## config.mk

```make
export PLATFORM = sky130hd
export DESIGN_NAME = sem_token_bank
export DESIGN_NICKNAME = d
export VERILOG_FILES = /design/src/rtl/sem_pkg.sv /design/src/rtl/sem_port_decode.sv /design/src/rtl/sem_token_fsm.sv /design/src/rtl/sem_rd_reg.sv /design/src/rtl/sem_token_bank.sv
export SDC_FILE = /design/constraint.sdc
export NUM_CORES = 1
export LEC_CHECK = 0
export ABC_CLOCK_PERIOD_IN_PS = 2100
export BUFFER_PORTS_ARGS = -buffer_cell sky130_fd_sc_hd__buf_2
export CAP_MARGIN = 0
export CORE_ASPECT_RATIO = 1.75
export CORE_MARGIN = 2
export CORE_UTILIZATION = 54
export DETAILED_ROUTE_END_ITERATION = 8
export PLACE_DENSITY = 0.8
export SLEW_MARGIN = 20
export SYNTH_ARGS = -nofsm -noshare
export SYNTH_HDL_FRONTEND = slang
export SYNTH_HIERARCHICAL = 1
export SYNTH_SLANG_ARGS = --single-unit
```

## constraint.sdc

```tcl
create_clock -name clk -period 2.1 [get_ports clk]
set_input_delay 0.315 -clock clk [delete_from_list [all_inputs] [get_ports clk]]
set_output_delay 0.315 -clock clk [all_outputs]
set_load 0.05 [all_outputs]
```

## src/rtl/sem_pkg.sv

```systemverilog
package sem_pkg;
    typedef enum logic [2:0] {
        ST_FREE     = 3'd0,
        ST_OWN_L    = 3'd1,
        ST_OWN_R    = 3'd2,
        ST_L_PEND_R = 3'd3,
        ST_R_PEND_L = 3'd4
    } tok_state_t;
endpackage

```

## src/rtl/sem_port_decode.sv

```systemverilog
module sem_port_decode #(
    parameter int ADDR_W = 16,
    parameter int IDX_W  = 3
) (
    input  logic              sel,
    input  logic              memen,
    input  logic              we,
    input  logic [ADDR_W-1:0] addr,
    output logic              do_wr,
    output logic              do_rd,
    output logic [IDX_W-1:0]  idx
);
    logic acc;

    always_comb begin
        // only the token space, never together with memory access
        acc   = sel && !memen;
        do_wr = acc && we;
        do_rd = acc && !we;
        idx   = addr[IDX_W-1:0];
    end
endmodule

```

## src/rtl/sem_token_fsm.sv

```systemverilog
module sem_token_fsm
    import sem_pkg::*;
(
    input  logic clk,
    input  logic rst_n,
    input  logic l_we,
    input  logic l_bit,
    input  logic r_we,
    input  logic r_bit,
    output logic l_holds,
    output logic r_holds
);
    tok_state_t st, nxt;
    logic lq, lr, rq, rr;

    always_comb begin
        lq = l_we && !l_bit;
        lr = l_we && l_bit;
        rq = r_we && !r_bit;
        rr = r_we && r_bit;
    end

    always_comb begin
        nxt = st;
        unique case (st)
            ST_FREE: begin
                if (lq && rq)  nxt = ST_L_PEND_R;
                else if (lq)   nxt = ST_OWN_L;
                else if (rq)   nxt = ST_OWN_R;
            end
            ST_OWN_L: begin
                if (lr)        nxt = rq ? ST_OWN_R : ST_FREE;
                else if (rq)   nxt = ST_L_PEND_R;
            end
            ST_L_PEND_R: begin
                if (lr)        nxt = rr ? ST_FREE : ST_OWN_R;
                else if (rr)   nxt = ST_OWN_L;
            end
            ST_OWN_R: begin
                if (rr)        nxt = lq ? ST_OWN_L : ST_FREE;
                else if (lq)   nxt = ST_R_PEND_L;
            end
            ST_R_PEND_L: begin
                if (rr)        nxt = lr ? ST_FREE : ST_OWN_L;
                else if (lr)   nxt = ST_OWN_R;
            end
            default:           nxt = ST_FREE;
        endcase
    end

    always_ff @(posedge clk or negedge rst_n) begin
        if (!rst_n) st <= ST_FREE;
        else        st <= nxt;
    end

    always_comb begin
        l_holds = (st == ST_OWN_L) || (st == ST_L_PEND_R);
        r_holds = (st == ST_OWN_R) || (st == ST_R_PEND_L);
    end


    owner_keep_chk: assert property (@(posedge clk) disable iff (!rst_n)
        (l_holds && !lr) |=> l_holds);

    handover_chk: assert property (@(posedge clk) disable iff (!rst_n)
        (st == ST_L_PEND_R && lr && !rr) |=> (r_holds && !l_holds));

    tie_break_chk: assert property (@(posedge clk) disable iff (!rst_n)
        (st == ST_FREE && lq && rq) |=> (st == ST_L_PEND_R));

    cancel_chk: assert property (@(posedge clk) disable iff (!rst_n)
        (st == ST_R_PEND_L && lr && !rr) |=> (st == ST_OWN_R));
endmodule

```

## src/rtl/sem_rd_reg.sv

```systemverilog
module sem_rd_reg #(
    parameter int DATA_W = 16
) (
    input  logic              clk,
    input  logic              rst_n,
    input  logic              rd_en,
    input  logic              view,
    output logic [DATA_W-1:0] rdata
);
    always_ff @(posedge clk or negedge rst_n) begin
        if (!rst_n)     rdata <= '1;
        else if (rd_en) rdata <= {DATA_W{view}};
    end


    rd_hold_chk: assert property (@(posedge clk) disable iff (!rst_n)
        !rd_en |=> $stable(rdata));
endmodule

```

## src/rtl/sem_token_bank.sv

```systemverilog
module sem_token_bank #(
    parameter int NUM_TOK = 8,
    parameter int ADDR_W  = 16,
    parameter int DATA_W  = 16
) (
    input  logic              clk,
    input  logic              rst_n,
    input  logic              lft_sel,
    input  logic              lft_memen,
    input  logic              lft_we,
    input  logic [ADDR_W-1:0] lft_addr,
    input  logic              lft_wbit,
    output logic [DATA_W-1:0] lft_rdata,
    input  logic              rgt_sel,
    input  logic              rgt_memen,
    input  logic              rgt_we,
    input  logic [ADDR_W-1:0] rgt_addr,
    input  logic              rgt_wbit,
    output logic [DATA_W-1:0] rgt_rdata
);
    localparam int IDX_W = (NUM_TOK > 1) ? $clog2(NUM_TOK) : 1;

    logic             l_wr, l_rd, r_wr, r_rd;
    logic [IDX_W-1:0] l_idx, r_idx;
    logic [NUM_TOK-1:0] l_hold_v, r_hold_v;
    logic l_view, r_view;

    sem_port_decode #(.ADDR_W(ADDR_W), .IDX_W(IDX_W)) u_dec_l (
        .sel(lft_sel), .memen(lft_memen), .we(lft_we), .addr(lft_addr),
        .do_wr(l_wr), .do_rd(l_rd), .idx(l_idx));

    sem_port_decode #(.ADDR_W(ADDR_W), .IDX_W(IDX_W)) u_dec_r (
        .sel(rgt_sel), .memen(rgt_memen), .we(rgt_we), .addr(rgt_addr),
        .do_wr(r_wr), .do_rd(r_rd), .idx(r_idx));

    for (genvar t = 0; t < NUM_TOK; t++) begin : g_tok
        logic l_hit, r_hit;
        always_comb begin
            l_hit = l_wr && (l_idx == IDX_W'(t));
            r_hit = r_wr && (r_idx == IDX_W'(t));
        end
        sem_token_fsm u_fsm (
            .clk(clk), .rst_n(rst_n),
            .l_we(l_hit), .l_bit(lft_wbit),
            .r_we(r_hit), .r_bit(rgt_wbit),
            .l_holds(l_hold_v[t]), .r_holds(r_hold_v[t]));
    end

    always_comb begin
        l_view = !l_hold_v[l_idx];
        r_view = !r_hold_v[r_idx];
    end

    sem_rd_reg #(.DATA_W(DATA_W)) u_rd_l (
        .clk(clk), .rst_n(rst_n), .rd_en(l_rd), .view(l_view), .rdata(lft_rdata));

    sem_rd_reg #(.DATA_W(DATA_W)) u_rd_r (
        .clk(clk), .rst_n(rst_n), .rd_en(r_rd), .view(r_view), .rdata(rgt_rdata));


    blocked_idle_chk: assert property (@(posedge clk) disable iff (!rst_n)
        ((!lft_sel || lft_memen) && (!rgt_sel || rgt_memen))
        |=> ($stable(l_hold_v) && $stable(r_hold_v)
             && $stable(lft_rdata) && $stable(rgt_rdata)));

    single_owner_chk: assert property (@(posedge clk) disable iff (!rst_n)
        (l_hold_v & r_hold_v) == '0);
endmodule

```

==> out/metrics.cfg, run 1 <==
[routing]
drtIter0Drc=105
via_per_inst=6.19
wl_per_cell_um=15.4
drtPass1Iterations=4
ant_nets=0
num_vias=2938
post-route-drc-count=0
drt_wl_total_um=7290

[global_route]
grt_pass1_wl_um=12000
grt_overflow=0
antenna_found_initial=0
grt_pass1_vias=2749
grt_start_max_net_pins=49
grt_usage=0.238

[worst_setup_path]
r2r-end=u_rd_r/rdata[0]$_DFFE_PN1P_
endpoint=g_tok[0].u_fsm/st[1]$_DFFE_PN0P_
path_class=input pin to register
start_kind=input pin
reg2reg_depth=5
crit_path_end_kind=register
reg2reg_from=g_tok[4].u_fsm/st[2]$_DFFE_PN0P_
crit_start=lft_memen
cp_max_fo=4
cp.required_ns=2.27
cp_data_arrival_time_ns=2.00
r2r_setup_slack_ns=0.36

[final_layout]
nets=442
drive_gt1_frac=0.323
multi_input_area_sq_um=1940
seq_area_sq_um=653
diodes=0
nFillCells=498
syn_to_final_growth_pct=5.21

[synth]
netlist_instances=381
ys.flop_type=dfrtp_1
ys_ff_latch=26
synth_seq_area_share=0.213
synthDistinctLibCells=32
synth_area_sq_um=3070
synth_warnings=6
syn_nets=423
synth_edf_count=0
async_reset_ff_frac=1.00
syn-mean-instance-area_sq_um=8.07

[sta]
finalCritPeriodShare=0.869
max_slew_margin=0.573
period_minus_slack_ns=1.82
worst_pin_slew_ns=0.640
fin_worst_skew_ns=0.00460
hold_violations=0
rsz0062_at_grt=false
report.final.slew_viol_count=0
finalSetupTns_ns=0
setup_violations=0
fin_ws_ns=0.276
max_freq_ghz=0.548

[pwr]
vdd_drop_max_uv=639
leakage_nw=1.28
p_per_area_nw_per_um2=1510

[place]
post-place-ws_ns=0.0151
hpwl_um=5340
gp_congestion=0.841
io_buffers=47

[die]
ios=74
core_sq_um=5540
die_y_um=104
initial_utilization=0.555
die_w_um=61.0
die_area_sq_um=6330
num_rows=36

[outcome]
status=finished clean

[clocking]
cts_buffers=3
cts_resized=0
cts_max_level=1
clock_sinks=26
cts_root_buffer=clkbuf_8
clkLatencyLatePin_ns=0.28
postCtsSetupRepairBufs=0
cts_tree=built
clk_pin_slew_worst_paths_ns=0.10
cts_hold_buf=0
cts_buffer_depth=2

[hold_path]
hp-class=input pin to asynchronous set/reset pin

[job]
maxCapViolCount=0

-- through the flow --
step / cells / hold slack (ns) / area (sq um) / utilization / power, mW
5_1_grt: 475 / 0.0804 / 3230 / 0.584 / 5.22
2_1_floorplan: 381 / 0.0194 / 3070 / - / 4.34
3_3_place_gp: 471 / 0.363 / 3180 / 0.574 / 4.41
6_report: 475 / 0.0361 / 3230 / 0.584 / 4.87
4_1_cts: 475 / 0.0613 / 3230 / 0.584 / 4.86
3_5_place_dp: 471 / 0.372 / 3180 / 0.574 / 4.51
-- registers in the layout (all words and copies together), names as in the netlist --
register	count
g_tok.u_fsm/st	24
u_rd_l/rdata	1
u_rd_r/rdata	1
-- placed cells by master (no fill, tap or decap), types with 10 or more instances in the layout --
master | Yosys | routed
a21oi_1 | 16 | 16
and3b_1 | 10 | 10
buf_2 | 8 | 47
buf_4 | 37 | 27
dfrtp_1 | 24 | 24
nand2_1 | 20 | 20
nand2b_1 | 14 | 14
nor2_1 | 36 | 36
nor3_1 | 20 | 20
o21ai_0 | 40 | 40
xnor2_1 | 16 | 16
-- worst min path at each step --
stage	startpoint	end	slack (ns)	depth (start not counted)
4_1_cts	rst_n	g_tok[4].u_fsm/st[1]$_DFFE_PN0P_	0.06	1
2_1_floorplan	rst_n	g_tok[0].u_fsm/st[0]$_DFFE_PN0P_	0.02	0
6_report	rst_n	g_tok[4].u_fsm/st[1]$_DFFE_PN0P_	0.04	1
3_5_place_dp	rst_n	g_tok[4].u_fsm/st[1]$_DFFE_PN0P_	0.37	1
5_1_grt	rst_n	g_tok[4].u_fsm/st[1]$_DFFE_PN0P_	0.08	1
3_3_place_gp	rst_n	g_tok[4].u_fsm/st[1]$_DFFE_PN0P_	0.36	1
-- cell type report --
cell class,count,area share
clock buffer,4,0.0170
inverter,8,0.00929
multi-input combinational,286,0.601
sequential,26,0.202
tap,76,0.0294
timing repair buffer,75,0.142
-- logic make-up after synthesis --
| logic type | after synthesis | share of synthesized area |
|---|---|---|
| mux | 8 | 0.0456 |
| buf+inv | 69 | 0.156 |
| flops | 26 | 0.213 |
| simple gates | 158 | 0.306 |
| compound gates | 104 | 0.235 |
| xor+xnor | 16 | 0.0456 |
-- report_power, final --
group	internal [mW]	switching, mW	leakage [nW]
Clock	0.169	0.180	0.0288
Sequential	0.735	0.528	0.321
Combinational	1.25	2.01	0.927
Total	2.15	2.71	1.28
-- synthesized netlist by cell type (10+ instances only) --
master / instances / share of area
o21ai_0: 40 / 0.065
buf_4: 37 / 0.090
nor2_1: 36 / 0.044
dfrtp_1: 24 / 0.20
nand2_1: 20 / 0.024
nor3_1: 20 / 0.033
a21oi_1: 16 / 0.026
xnor2_1: 16 / 0.046
nand2b_1: 14 / 0.029
and3b_1: 10 / 0.029
-- per-layer routing --
metal / share of wire / vias to the layer above / wire, um / global-route usage
met4: 0.038 / 0 / 278 / 0.115
met3: 0.060 / 26 / 437 / 0.0275
met1: 0.39 / 1388 / 2810 / 0.284
met5: 0 / - / 0 / 0
li1: - / 1400 / - / -
met2: 0.52 / 124 / 3770 / 0.403
-- critical path, cell delays in order --
cell      delay, ns
buf_2          0.11
and3b_1        0.26
nand2b_1       0.14
nor3_1         0.37
nand2_1        0.20
or4_1          0.43
nand4_1        0.13
a21oi_2        0.04
(Power assumes the default switching activity.)
==> run 2: changes to the inputs <==
--- a/config.mk
+++ b/config.mk
@@ -12,9 +12,8 @@
 export CORE_MARGIN = 2
 export CORE_UTILIZATION = 54
 export DETAILED_ROUTE_END_ITERATION = 8
-export PLACE_DENSITY = 0.8
+export PLACE_DENSITY = 0.82
 export SLEW_MARGIN = 20
 export SYNTH_ARGS = -nofsm -noshare
 export SYNTH_HDL_FRONTEND = slang
-export SYNTH_HIERARCHICAL = 1
 export SYNTH_SLANG_ARGS = --single-unit
==> out/metrics.cfg, run 2 <==
[outcome]
status=finished clean

[worst_setup_path]
path_class=register to register
start_kind=register
cp_max_fo=10
cp.required_ns=2.27
crit_chain=nor2b_1, a22oi_1, o221a_2, o21ai_0, mux2_2
cp_data_arrival_time_ns=2.05
slowest_delay_ns=0.55
worst_path_max_delay_cell=dfrtp_1
crit_path_end_kind=register

[die]
die_w_um=57.8
ios=74
initial_utilization=0.555
num_rows=34
die_area_sq_um=5680
core_sq_um=4930
die_y_um=98.2

[clocking]
cts_buffers=3
clock_sinks=26
cts_root_buffer=clkbuf_8
cts_tree=built
clkLatencyLatePin_ns=0.29
cts_hold_buf=0
postCtsSetupRepairBufs=0
cts_buffer_depth=2
cts_max_level=1
cts_resized=0
clk_pin_slew_worst_paths_ns=0.10

[routing]
wl_per_cell_um=16.4
drt_wl_total_um=6800
drtPass1Iterations=4
num_vias=2708
post-route-drc-count=0
via_per_inst=6.53
ant_nets=0
drtIter0Drc=100

[sta]
finalSetupTns_ns=0
worst_pin_slew_ns=0.621
max_slew_margin=0.586
rsz0062_at_grt=false
fin_ws_ns=0.220
period_minus_slack_ns=1.88
report.final.slew_viol_count=0
max_freq_ghz=0.532
finalCritPeriodShare=0.895
hold_violations=0
fin_worst_skew_ns=0.0105
setup_violations=0

[pwr]
leakage_nw=1.14
p_per_area_nw_per_um2=1110
vdd_drop_max_uv=960

[global_route]
grtUsageMet2=0.430
antenna_found_initial=0
top_usage_layer=met2
grt_start_max_net_pins=27
grt_pass1_wl_um=11000
grt_overflow=0
grt_usage=0.240
grt_pass1_vias=2502
globalRouteMet1Util=0.269
grtUsageMet3=0.0185

[synth]
synth.largest_area_cell=dfrtp_1
synth_seq_area_share=0.238
ys_top_cells_by_area=dfrtp_1, buf_4, o21ai_0, nor2_1, a21oi_1
ys_ff_latch=26
synth_area_sq_um=2740
async_reset_ff_frac=1.00
netlist_instances=352
synth_warnings=0
synthDistinctLibCells=64
syn_nets=394
synth.cells.most_frequent=buf_4, nor2_1, dfrtp_1
syn-mean-instance-area_sq_um=7.78
synth_most_common_cell=buf_4
synth_top_area_share=0.219
synth_edf_count=0
ys.flop_type=dfrtp_1

[final_layout]
diodes=0
largestRegisters=g_tok.u_fsm.st (24), u_rd_l.rdata (1), u_rd_r.rdata (1)
nFillCells=454
drive_gt1_frac=0.230
largest-register=g_tok.u_fsm.st
final_common_cell=buf_2
mostFrequentLayoutCells=buf_2, nor2_1, dfrtp_1, nand2_1, o21ai_0
largest_reg_flops=24
nets=404
syn_to_final_growth_pct=4.71

[place]
gp_congestion=0.930
post-place-ws_ns=0.163
io_buffers=47
hpwl_um=5040

[hold_path]
hp-class=input pin to asynchronous set/reset pin

[job]
maxCapViolCount=0

run 2: cell count changes after synthesis, moves of 9 or more:
cell and delta:
clkbuf_1 +9, and3b_1 -10, nand3_1 +11, nor3_1 -9, inv_1 +11, o21ai_0 -17
run 2: cell families after synthesis:
kind of cell / synth area share
AOI/OAI and AO/OA: 0.272
xor gates and xnor gates: 0.0384
buffers and inverters: 0.143
DFF: 0.238
muxes: 0.0347
and+or+nand+nor: 0.274
run 2: stage by stage:
stage                      util  power, mW  hold slack [ns]  cells  cell area (sq um)
after floorplan               -       2.53           0.0194    352               2740
after global placement    0.567       2.68            0.359    411               2800
after detailed placement  0.567       2.73            0.372    411               2800
after CTS                 0.581       3.18           0.0583    415               2870
after global routing      0.581       3.38           0.0940    415               2870
final                     0.581       3.19           0.0352    415               2870
run 2: final cells by class:
cell class                      count  area (sq um)  area share
Tap cell                           54          67.6      0.0236
Timing Repair Buffer               61           340       0.119
Inverter                           11          41.3      0.0144
Clock buffer                        3          41.3      0.0144
Multi-Input combinational cell    259          1690       0.591
Clock inverter                      1          30.0      0.0105
Sequential cell                    26           653       0.228
run 2: routing by layer:
metal	share of wire	wire (um)
met1	0.37	2540
met5	0	0
met2	0.52	3550
met4	0.040	270
met3	0.064	438
run 2: power by group:
part / leakage [nW] / internal [mW] / switching (mW)
sequential: 0.326 / 0.632 / 0.239
combinational: 0.782 / 0.672 / 1.21
clock: 0.0357 / 0.256 / 0.176
run 2: path summary, 6_finish.rpt:
kind                                               endpoint  slack, ns                        startpoint  cells past startpoint
setup reg to reg           g_tok[3].u_fsm.st[1]$_DFFE_PN0P_       0.22  g_tok[3].u_fsm.st[1]$_DFFE_PN0P_                      5
min in group clk                u_rd_r.rdata[0]$_DFFE_PN1P_       0.22                            rgt_we                      2
hold reg to reg            g_tok[4].u_fsm.st[2]$_DFFE_PN0P_       0.56  g_tok[4].u_fsm.st[0]$_DFFE_PN0P_                      1
hold / removal             g_tok[5].u_fsm.st[1]$_DFFE_PN0P_       0.04                             rst_n                      1
setup / recovery           g_tok[3].u_fsm.st[1]$_DFFE_PN0P_       0.22  g_tok[3].u_fsm.st[1]$_DFFE_PN0P_                      5
max in group asynchronous  g_tok[1].u_fsm.st[1]$_DFFE_PN0P_       1.66                             rst_n                      1
run 2: critical path: cells and delay by family, from the launching register on:
family	cells	cell delay [ns]
AND/OR/NAND/NOR	1	0.24
multiplexers	1	0.37
flip-flops	1	0.55
AO/OA/AOI/OAI	3	0.61
